==> config.mk <==
export PLATFORM = sky130hd
export DESIGN_NAME = bcd_rtc_regfile
export DESIGN_NICKNAME = d
export VERILOG_FILES = /design/src/rtl/rtc_pkg.sv /design/src/rtl/rtc_bcd_field.sv /design/src/rtl/rtc_time_chain.sv /design/src/rtl/rtc_regs.sv /design/src/rtl/bcd_rtc_regfile.sv
export SDC_FILE = /design/constraint.sdc
export NUM_CORES = 1
export LEC_CHECK = 0
export BUFFER_PORTS_ARGS = -buffer_cell sky130_fd_sc_hd__buf_2
export CORE_AREA = 2 2 106 108
export DETAILED_ROUTE_END_ITERATION = 8
export DIE_AREA = 0 0 108 110
export GPL_TIMING_DRIVEN = 0
export PLACE_DENSITY = 0.73
export REMOVE_ABC_BUFFERS = 1
export SLEW_MARGIN = 25
export SYNTH_ARGS = -nofsm -noshare
export SYNTH_HDL_FRONTEND = slang
export SYNTH_SLANG_ARGS = --single-unit
export TNS_END_PERCENT = 100
==> constraint.sdc <==
create_clock -name clk -period 5.2 [get_ports clk]
set_input_delay 0.52 -clock clk [delete_from_list [all_inputs] [get_ports clk]]
set_output_delay 0.52 -clock clk [all_outputs]
set_load 0.01 [all_outputs]
==> src/rtl/rtc_pkg.sv <==
package rtc_pkg;
  localparam int RTC_AW = 3;
  localparam int RTC_DW = 8;

  typedef struct packed {
    logic       cb;
    logic [7:0] year;
    logic [4:0] month;
    logic [5:0] date;
    logic [2:0] day;
    logic [5:0] hour;
    logic [6:0] min;
    logic [6:0] sec;
  } rtc_time_t;

  function automatic logic [7:0] bcd_inc(input logic [7:0] v);
    if (v[3:0] >= 4'd9) return {v[7:4] + 4'd1, 4'd0};
    else return v + 8'd1;
  endfunction

  function automatic logic is_leap(input logic [7:0] y);
    logic [1:0] s;
    s = y[1:0] + {y[4], 1'b0};
    return (s == 2'd0);
  endfunction

  function automatic logic [5:0] month_last(input logic [4:0] m, input logic [7:0] y);
    case (m)
      5'h02:                      return is_leap(y) ? 6'h29 : 6'h28;
      5'h04, 5'h06, 5'h09, 5'h11: return 6'h30;
      default:                    return 6'h31;
    endcase
  endfunction
endpackage

==> src/rtl/rtc_bcd_field.sv <==
module rtc_bcd_field #(
  parameter int W = 7
) (
  input  logic [W-1:0] cur,
  input  logic [W-1:0] lo,
  input  logic [W-1:0] hi,
  input  logic         inc,
  output logic [W-1:0] nxt,
  output logic         carry
);
  import rtc_pkg::*;
  logic [7:0] ext;
  logic       at_top;

  always_comb begin
    ext    = 8'(cur);
    at_top = (cur == hi);
    carry  = inc & at_top;
    if (!inc)       nxt = cur;
    else if (at_top) nxt = lo;
    else            nxt = W'(bcd_inc(ext));
  end
endmodule

==> src/rtl/rtc_time_chain.sv <==
module rtc_time_chain
  import rtc_pkg::*;
(
  input  logic      clk,
  input  logic      rst_n,
  input  logic      tick,
  input  logic      stop,
  input  logic      ceb,
  input  logic      load,
  input  rtc_time_t load_val,
  output rtc_time_t live
);
  rtc_time_t live_q, cnt_d, live_d;
  logic c_sec, c_min, c_hr, c_date, c_mon, c_yr, c_day;
  logic adv;
  logic [5:0] last_day;

  assign adv      = tick & ~stop;
  assign last_day = month_last(live_q.month, live_q.year);

  rtc_bcd_field #(.W(7)) u_sec (
    .cur(live_q.sec), .lo(7'h00), .hi(7'h59), .inc(adv),
    .nxt(cnt_d.sec), .carry(c_sec));
  rtc_bcd_field #(.W(7)) u_min (
    .cur(live_q.min), .lo(7'h00), .hi(7'h59), .inc(c_sec),
    .nxt(cnt_d.min), .carry(c_min));
  rtc_bcd_field #(.W(6)) u_hour (
    .cur(live_q.hour), .lo(6'h00), .hi(6'h23), .inc(c_min),
    .nxt(cnt_d.hour), .carry(c_hr));
  rtc_bcd_field #(.W(3)) u_day (
    .cur(live_q.day), .lo(3'd1), .hi(3'd7), .inc(c_hr),
    .nxt(cnt_d.day), .carry(c_day));
  rtc_bcd_field #(.W(6)) u_date (
    .cur(live_q.date), .lo(6'h01), .hi(last_day), .inc(c_hr),
    .nxt(cnt_d.date), .carry(c_date));
  rtc_bcd_field #(.W(5)) u_month (
    .cur(live_q.month), .lo(5'h01), .hi(5'h12), .inc(c_date),
    .nxt(cnt_d.month), .carry(c_mon));
  rtc_bcd_field #(.W(8)) u_year (
    .cur(live_q.year), .lo(8'h00), .hi(8'h99), .inc(c_mon),
    .nxt(cnt_d.year), .carry(c_yr));

  always_comb begin
    cnt_d.cb = live_q.cb ^ (c_yr & ceb);
    live_d   = load ? load_val : cnt_d;
  end

  always_ff @(posedge clk or negedge rst_n) begin
    if (!rst_n) begin
      live_q <= '{cb: 1'b0, year: 8'h00, month: 5'h01, date: 6'h01,
                  day: 3'd1, hour: 6'h00, min: 7'h00, sec: 7'h00};
    end else begin
      live_q <= live_d;
    end
  end

  assign live = live_q;
  logic unused_day_carry;
  assign unused_day_carry = c_day;
endmodule

==> src/rtl/rtc_regs.sv <==
module rtc_regs
  import rtc_pkg::*;
(
  input  logic              clk,
  input  logic              rst_n,
  input  logic [RTC_AW-1:0] addr,
  input  logic [RTC_DW-1:0] wdata,
  input  logic              we,
  input  rtc_time_t         live,
  output rtc_time_t         shadow,
  output logic              commit,
  output logic              ctrl_rd,
  output logic              stop_en,
  output logic              cent_en,
  output logic [RTC_DW-1:0] rdata
);
  logic       wr_q, rd_q, sgn_q, stop_q, ft_q, ceb_q, ble_q;
  logic       wr_d, rd_d, sgn_d, stop_d, ft_d, ceb_d, ble_d;
  logic [4:0] cal_q, cal_d;
  rtc_time_t  sh_q, sh_d;
  logic [RTC_DW-1:0] rsel, rdata_q;
  logic frozen;

  always_comb begin
    frozen = wr_q | rd_q;
    commit = we & (addr == 3'd0) & wr_q & ~wdata[7];
    wr_d = wr_q; rd_d = rd_q; sgn_d = sgn_q; cal_d = cal_q;
    stop_d = stop_q; ft_d = ft_q; ceb_d = ceb_q; ble_d = ble_q;
    sh_d = frozen ? sh_q : live;
    if (we) begin
      case (addr)
        3'd0: begin
          wr_d = wdata[7]; rd_d = wdata[6]; sgn_d = wdata[5]; cal_d = wdata[4:0];
        end
        3'd1: stop_d = wdata[7];
        3'd4: begin ft_d = wdata[6]; ceb_d = wdata[5]; end
        3'd5: ble_d = wdata[7];
        default: ;
      endcase
      if (wr_q) begin
        case (addr)
          3'd1: sh_d.sec   = wdata[6:0];
          3'd2: sh_d.min   = wdata[6:0];
          3'd3: sh_d.hour  = wdata[5:0];
          3'd4: begin sh_d.cb = wdata[4]; sh_d.day = wdata[2:0]; end
          3'd5: sh_d.date  = wdata[5:0];
          3'd6: sh_d.month = wdata[4:0];
          3'd7: sh_d.year  = wdata;
          default: ;
        endcase
      end
    end
  end

  always_comb begin
    case (addr)
      3'd0:    rsel = {wr_q, rd_q, sgn_q, cal_q};
      3'd1:    rsel = {stop_q, sh_q.sec};
      3'd2:    rsel = {1'b0, sh_q.min};
      3'd3:    rsel = {2'b00, sh_q.hour};
      3'd4:    rsel = {1'b0, ft_q, ceb_q, sh_q.cb, 1'b0, sh_q.day};
      3'd5:    rsel = {ble_q, 1'b0, sh_q.date};
      3'd6:    rsel = {3'b000, sh_q.month};
      default: rsel = sh_q.year;
    endcase
  end

  always_ff @(posedge clk or negedge rst_n) begin
    if (!rst_n) begin
      wr_q <= 1'b0; rd_q <= 1'b0; sgn_q <= 1'b0; cal_q <= '0;
      stop_q <= 1'b0; ft_q <= 1'b0; ceb_q <= 1'b0; ble_q <= 1'b0;
      sh_q <= '{cb: 1'b0, year: 8'h00, month: 5'h01, date: 6'h01,
                day: 3'd1, hour: 6'h00, min: 7'h00, sec: 7'h00};
      rdata_q <= '0;
    end else begin
      wr_q <= wr_d; rd_q <= rd_d; sgn_q <= sgn_d; cal_q <= cal_d;
      stop_q <= stop_d; ft_q <= ft_d; ceb_q <= ceb_d; ble_q <= ble_d;
      sh_q <= sh_d;
      rdata_q <= rsel;
    end
  end

  assign shadow  = sh_q;
  assign ctrl_rd = rd_q;
  assign stop_en = stop_q;
  assign cent_en = ceb_q;
  assign rdata   = rdata_q;
endmodule

==> src/rtl/bcd_rtc_regfile.sv <==
module bcd_rtc_regfile
  import rtc_pkg::*;
#(
  parameter int SYNC_STAGES = 2
) (
  input  logic              clk,
  input  logic              rst_n,
  input  logic              tick_i,
  input  logic [RTC_AW-1:0] addr_i,
  input  logic [RTC_DW-1:0] wdata_i,
  input  logic              we_i,
  output logic [RTC_DW-1:0] rdata_o
);
  logic [SYNC_STAGES-1:0] rs_q;
  logic      rst_sync_n;
  rtc_time_t live, shadow;
  logic      commit, ctrl_rd, stop_en, cent_en;

  always_ff @(posedge clk or negedge rst_n) begin
    if (!rst_n) rs_q <= '0;
    else        rs_q <= {rs_q[SYNC_STAGES-2:0], 1'b1};
  end
  assign rst_sync_n = rs_q[SYNC_STAGES-1];

  rtc_regs u_regs (
    .clk(clk), .rst_n(rst_sync_n), .addr(addr_i), .wdata(wdata_i), .we(we_i),
    .live(live), .shadow(shadow), .commit(commit), .ctrl_rd(ctrl_rd),
    .stop_en(stop_en), .cent_en(cent_en), .rdata(rdata_o));

  rtc_time_chain u_chain (
    .clk(clk), .rst_n(rst_sync_n), .tick(tick_i), .stop(stop_en),
    .ceb(cent_en), .load(commit), .load_val(shadow), .live(live));
endmodule

==> metrics <==
Reg2Reg Capture Point u_chain.live[40]; IO Count 23; final hold vios 0; post-synthesis adder-cell area fraction 5.752%; Reg power frac 51.9%; Vias 5146; Worst Hold Class flop to asynchronous set/reset pin; M1 GR Usage 37.22%; syn_area_per_cell 9.264 µm²; Detail Route Antenna Nets 0; endpoints failing setup 0; clock network power share 19.8%; TritonCTS buffer count 9; Cells after Synth 681; hpwl dp 11240 µm; Port Buf Inserts 22; global-route wire length before repair 26160 µm; Synth Area in XOR/XNOR 0.4165%; startpoint types flop; Bufs and invs on worst path 1; WS Path Type flop to flop; pwr dens 376.9 mW/mm²; routed len/inst 19.30 µm; Post-Synth Simple-Gate Area 17.12%; Hold Buf Count CTS 1; drt drc 0; Filler cells 905; largest net degree at the start of global routing 50; clock skew 0.008394 ns; initial antenna violation count 0; final period utilization 64.30%; Die Ht 110 µm; Post-synth EDFFs 0; post_cts resized 0; CP arrival 3.62 ns; area post-placement 0.006620 mm²; final worst path period need 3.344 ns; CTS clock-pin slew for the worst setup and hold paths 0.10 ns; register bit total from synthesis 108; final WL 16000 µm; htree depth 3; Max Cap Viol 0; share of layout cells above drive strength 1 11.90%; sequential fraction of the synthesis area 42.96%; path depth of the worst reg2reg path 7; crit-path cells inv_1 -> ha_1 -> nor4bb_4 -> nand3_1 -> a2111oi_0 -> mux2i_1 -> o21ai_0; fmax 299.1 MHz; most used flip-flop cell after synthesis dfrtp_1; Peak VDD IR 237.6 µV; r2r setup slk 1.86 ns; Comb pwr share 28.3%; Placed Cells 812; root buf cell clkbuf_8; post-layout utilization of the core 63.70%; Least-Margin Pin Slew 0.8078 ns; overall routing resource usage 29.22%; Bufs on Longest Clock Path 2; RSZ-0062 raised after global routing false; largest area contributor in the netlist dfrtp_1; count leader, synth dfrtp_1; Mapped Area 0.006309 mm²; Total Power 0.002569 W; Synth Area in Compound Gates 17.67%; status complete, no violations; fin cells 829; site row count 38; Worst path slowest cell a2111oi_0; CTS sink count 108; critical path required time 5.47 ns; Max FO, Critical Path 12; Via density 6.207; post-synthesis mux area share 12.34%; Setup crit end kind flop; die area 0.01188 mm²; DR pass1 iterations 5; busiest grt layer met2; routing usage on met3 4.233%; Placeable Area 0.01070 mm²; global route overflow 0; top cells by area, synth dfrtp_1 40%, mux2i_1 8.4%, ha_1 5.8%, nor2_1 5.0%, o21ai_0 4.1%; initial core utilization 58.97%; vias in the first global route 5129; n_diodes 0; Die X 108 µm; crit-path leading delay family simple AND/OR/NAND/NOR gates; CTS tree done; reg-to-reg startpoint u_chain.live[8]; Yosys cell types 69; Post-synth ARST share 100.0%; switch share 35.73%; CP peak stage delay 0.84 ns; NetSw 0.0009177 W; Final GP Congestion 0.8933; Final Max Slew Viols 0; post-route cell area 0.006814 mm²; Post CTS Setup Buffer Count 0; Max-Slew Margin vs Limit 45.95%; Clk Latency, worst-skew pair 0.39 ns; Internal 0.001651 W; Area Growth Syn to Fin 8.013%; net total in the final layout 728; P_leak 2.940 nW; Iteration-0 DRC Markers 486; area share of the largest cell type after synthesis 40.46%; GR met2 Demand/Resource 48.97%; main combinational cell family by area after synthesis compound AO/OA/AOI/OAI gates; commonest cells in the netlist 102 x dfrtp_1, 84 x nor2_1, 68 x nand2_1; Syn. warnings 0
## power groups by stage
| stage | logic (W) | registers (W) | clock network, W |
|---|---|---|---|
| floorplan | 0.000539 | 0.00127 | 0 |
| global placement | 0.000672 | 0.00135 | 0 |
| detailed placement | 0.000723 | 0.00135 | 0 |
| CTS | 0.000727 | 0.00133 | 0.000517 |
| global route | 0.000821 | 0.00137 | 0.000547 |
| finish | 0.000727 | 0.00133 | 0.000508 |
## per-stage QoR
| stage | worst slack, ns | TNS (ns) | hold WS, ns |
|---|---|---|---|
| 3_5_place_dp | 1.895 | 0 | 0.1804 |
| 4_1_cts | 1.882 | 0 | 0.1881 |
| 5_1_grt | 1.597 | 0 | 0.1960 |
| 6_report | 1.856 | 0 | 0.1815 |
| 2_1_floorplan | 1.164 | 0 | 0.2244 |
| 3_3_place_gp | -0.9534 | -24.11 | 0.3059 |
## metal layers
layer  vias to the layer above  wire, µm
met1                      2480      6774
met2                       164      7785
met4                         0       565
met3                        45       871
li1                       2457         -
met5                         -         0
## registers in the layout, indices dropped and copies added (netlist names)
register,count
u_regs.ctrl_rd,1
u_regs.ft_q,1
u_regs.cal_q,5
u_regs.ble_q,1
u_regs.cent_en,1
u_regs.rdata,8
u_regs.stop_en,1
u_regs.sgn_q,1
rs_q,2
u_chain.live,43
u_regs.shadow,43
u_regs.wr_q,1
## cells by family (layout without fill, tap and decap cells)
logic type,count (synthesis),count (layout)
simple gates,228,228
compound gates,179,179
flops,108,108
mux,72,72
buf+inv,61,69
fa+ha+maj,29,29
xor+xnor,3,3
other cells,1,1
## layout make-up
cell class              instances  area, µm²  area share [%]
flip-flops and latches        108       2714           39.83
clock inverters                 5      52.55          0.7712
inverters                      22      82.58           1.212
repair buffers                 31      264.0           3.874
clock buffers                  11      131.4           1.928
well taps                     140      175.2           2.571
multi-input cells             512       3395           49.82
## cells in the final DEF (no fill, tap or decap), types with 6 or more instances in the layout
cell      netlist  routed
a211oi_1        6       6
a21oi_1        49      49
a22oi_1         7       7
a31oi_1        14      14
buf_2           3      22
clkbuf_8        0       9
dfrtp_1       102     101
dfstp_2         6       6
ha_1           29      29
inv_1          21      21
mux2_2         16      16
mux2i_1        53      53
nand2_1        68      68
nand3_1        19      19
nand4_1         6       6
nor2_1         84      83
o211ai_1        6       6
o21ai_0        52      52
## how the worst max path moves through the flow
stage / slack (ns) / depth (start not counted) / start / endpoint
6_report: 1.86 / 7 / u_chain.live[8] / u_chain.live[40]
5_1_grt: 1.60 / 7 / u_chain.live[8] / u_chain.live[40]
4_1_cts: 1.88 / 7 / u_chain.live[8] / u_chain.live[40]
3_5_place_dp: 1.90 / 7 / u_chain.live[8] / u_chain.live[40]
3_3_place_gp: -0.95 / 4 / addr_i[1] / u_chain.live[12]
2_1_floorplan: 1.16 / 5 / addr_i[1] / u_chain.live[25]
No activity file was read; power rests on OpenSTA's default activity.
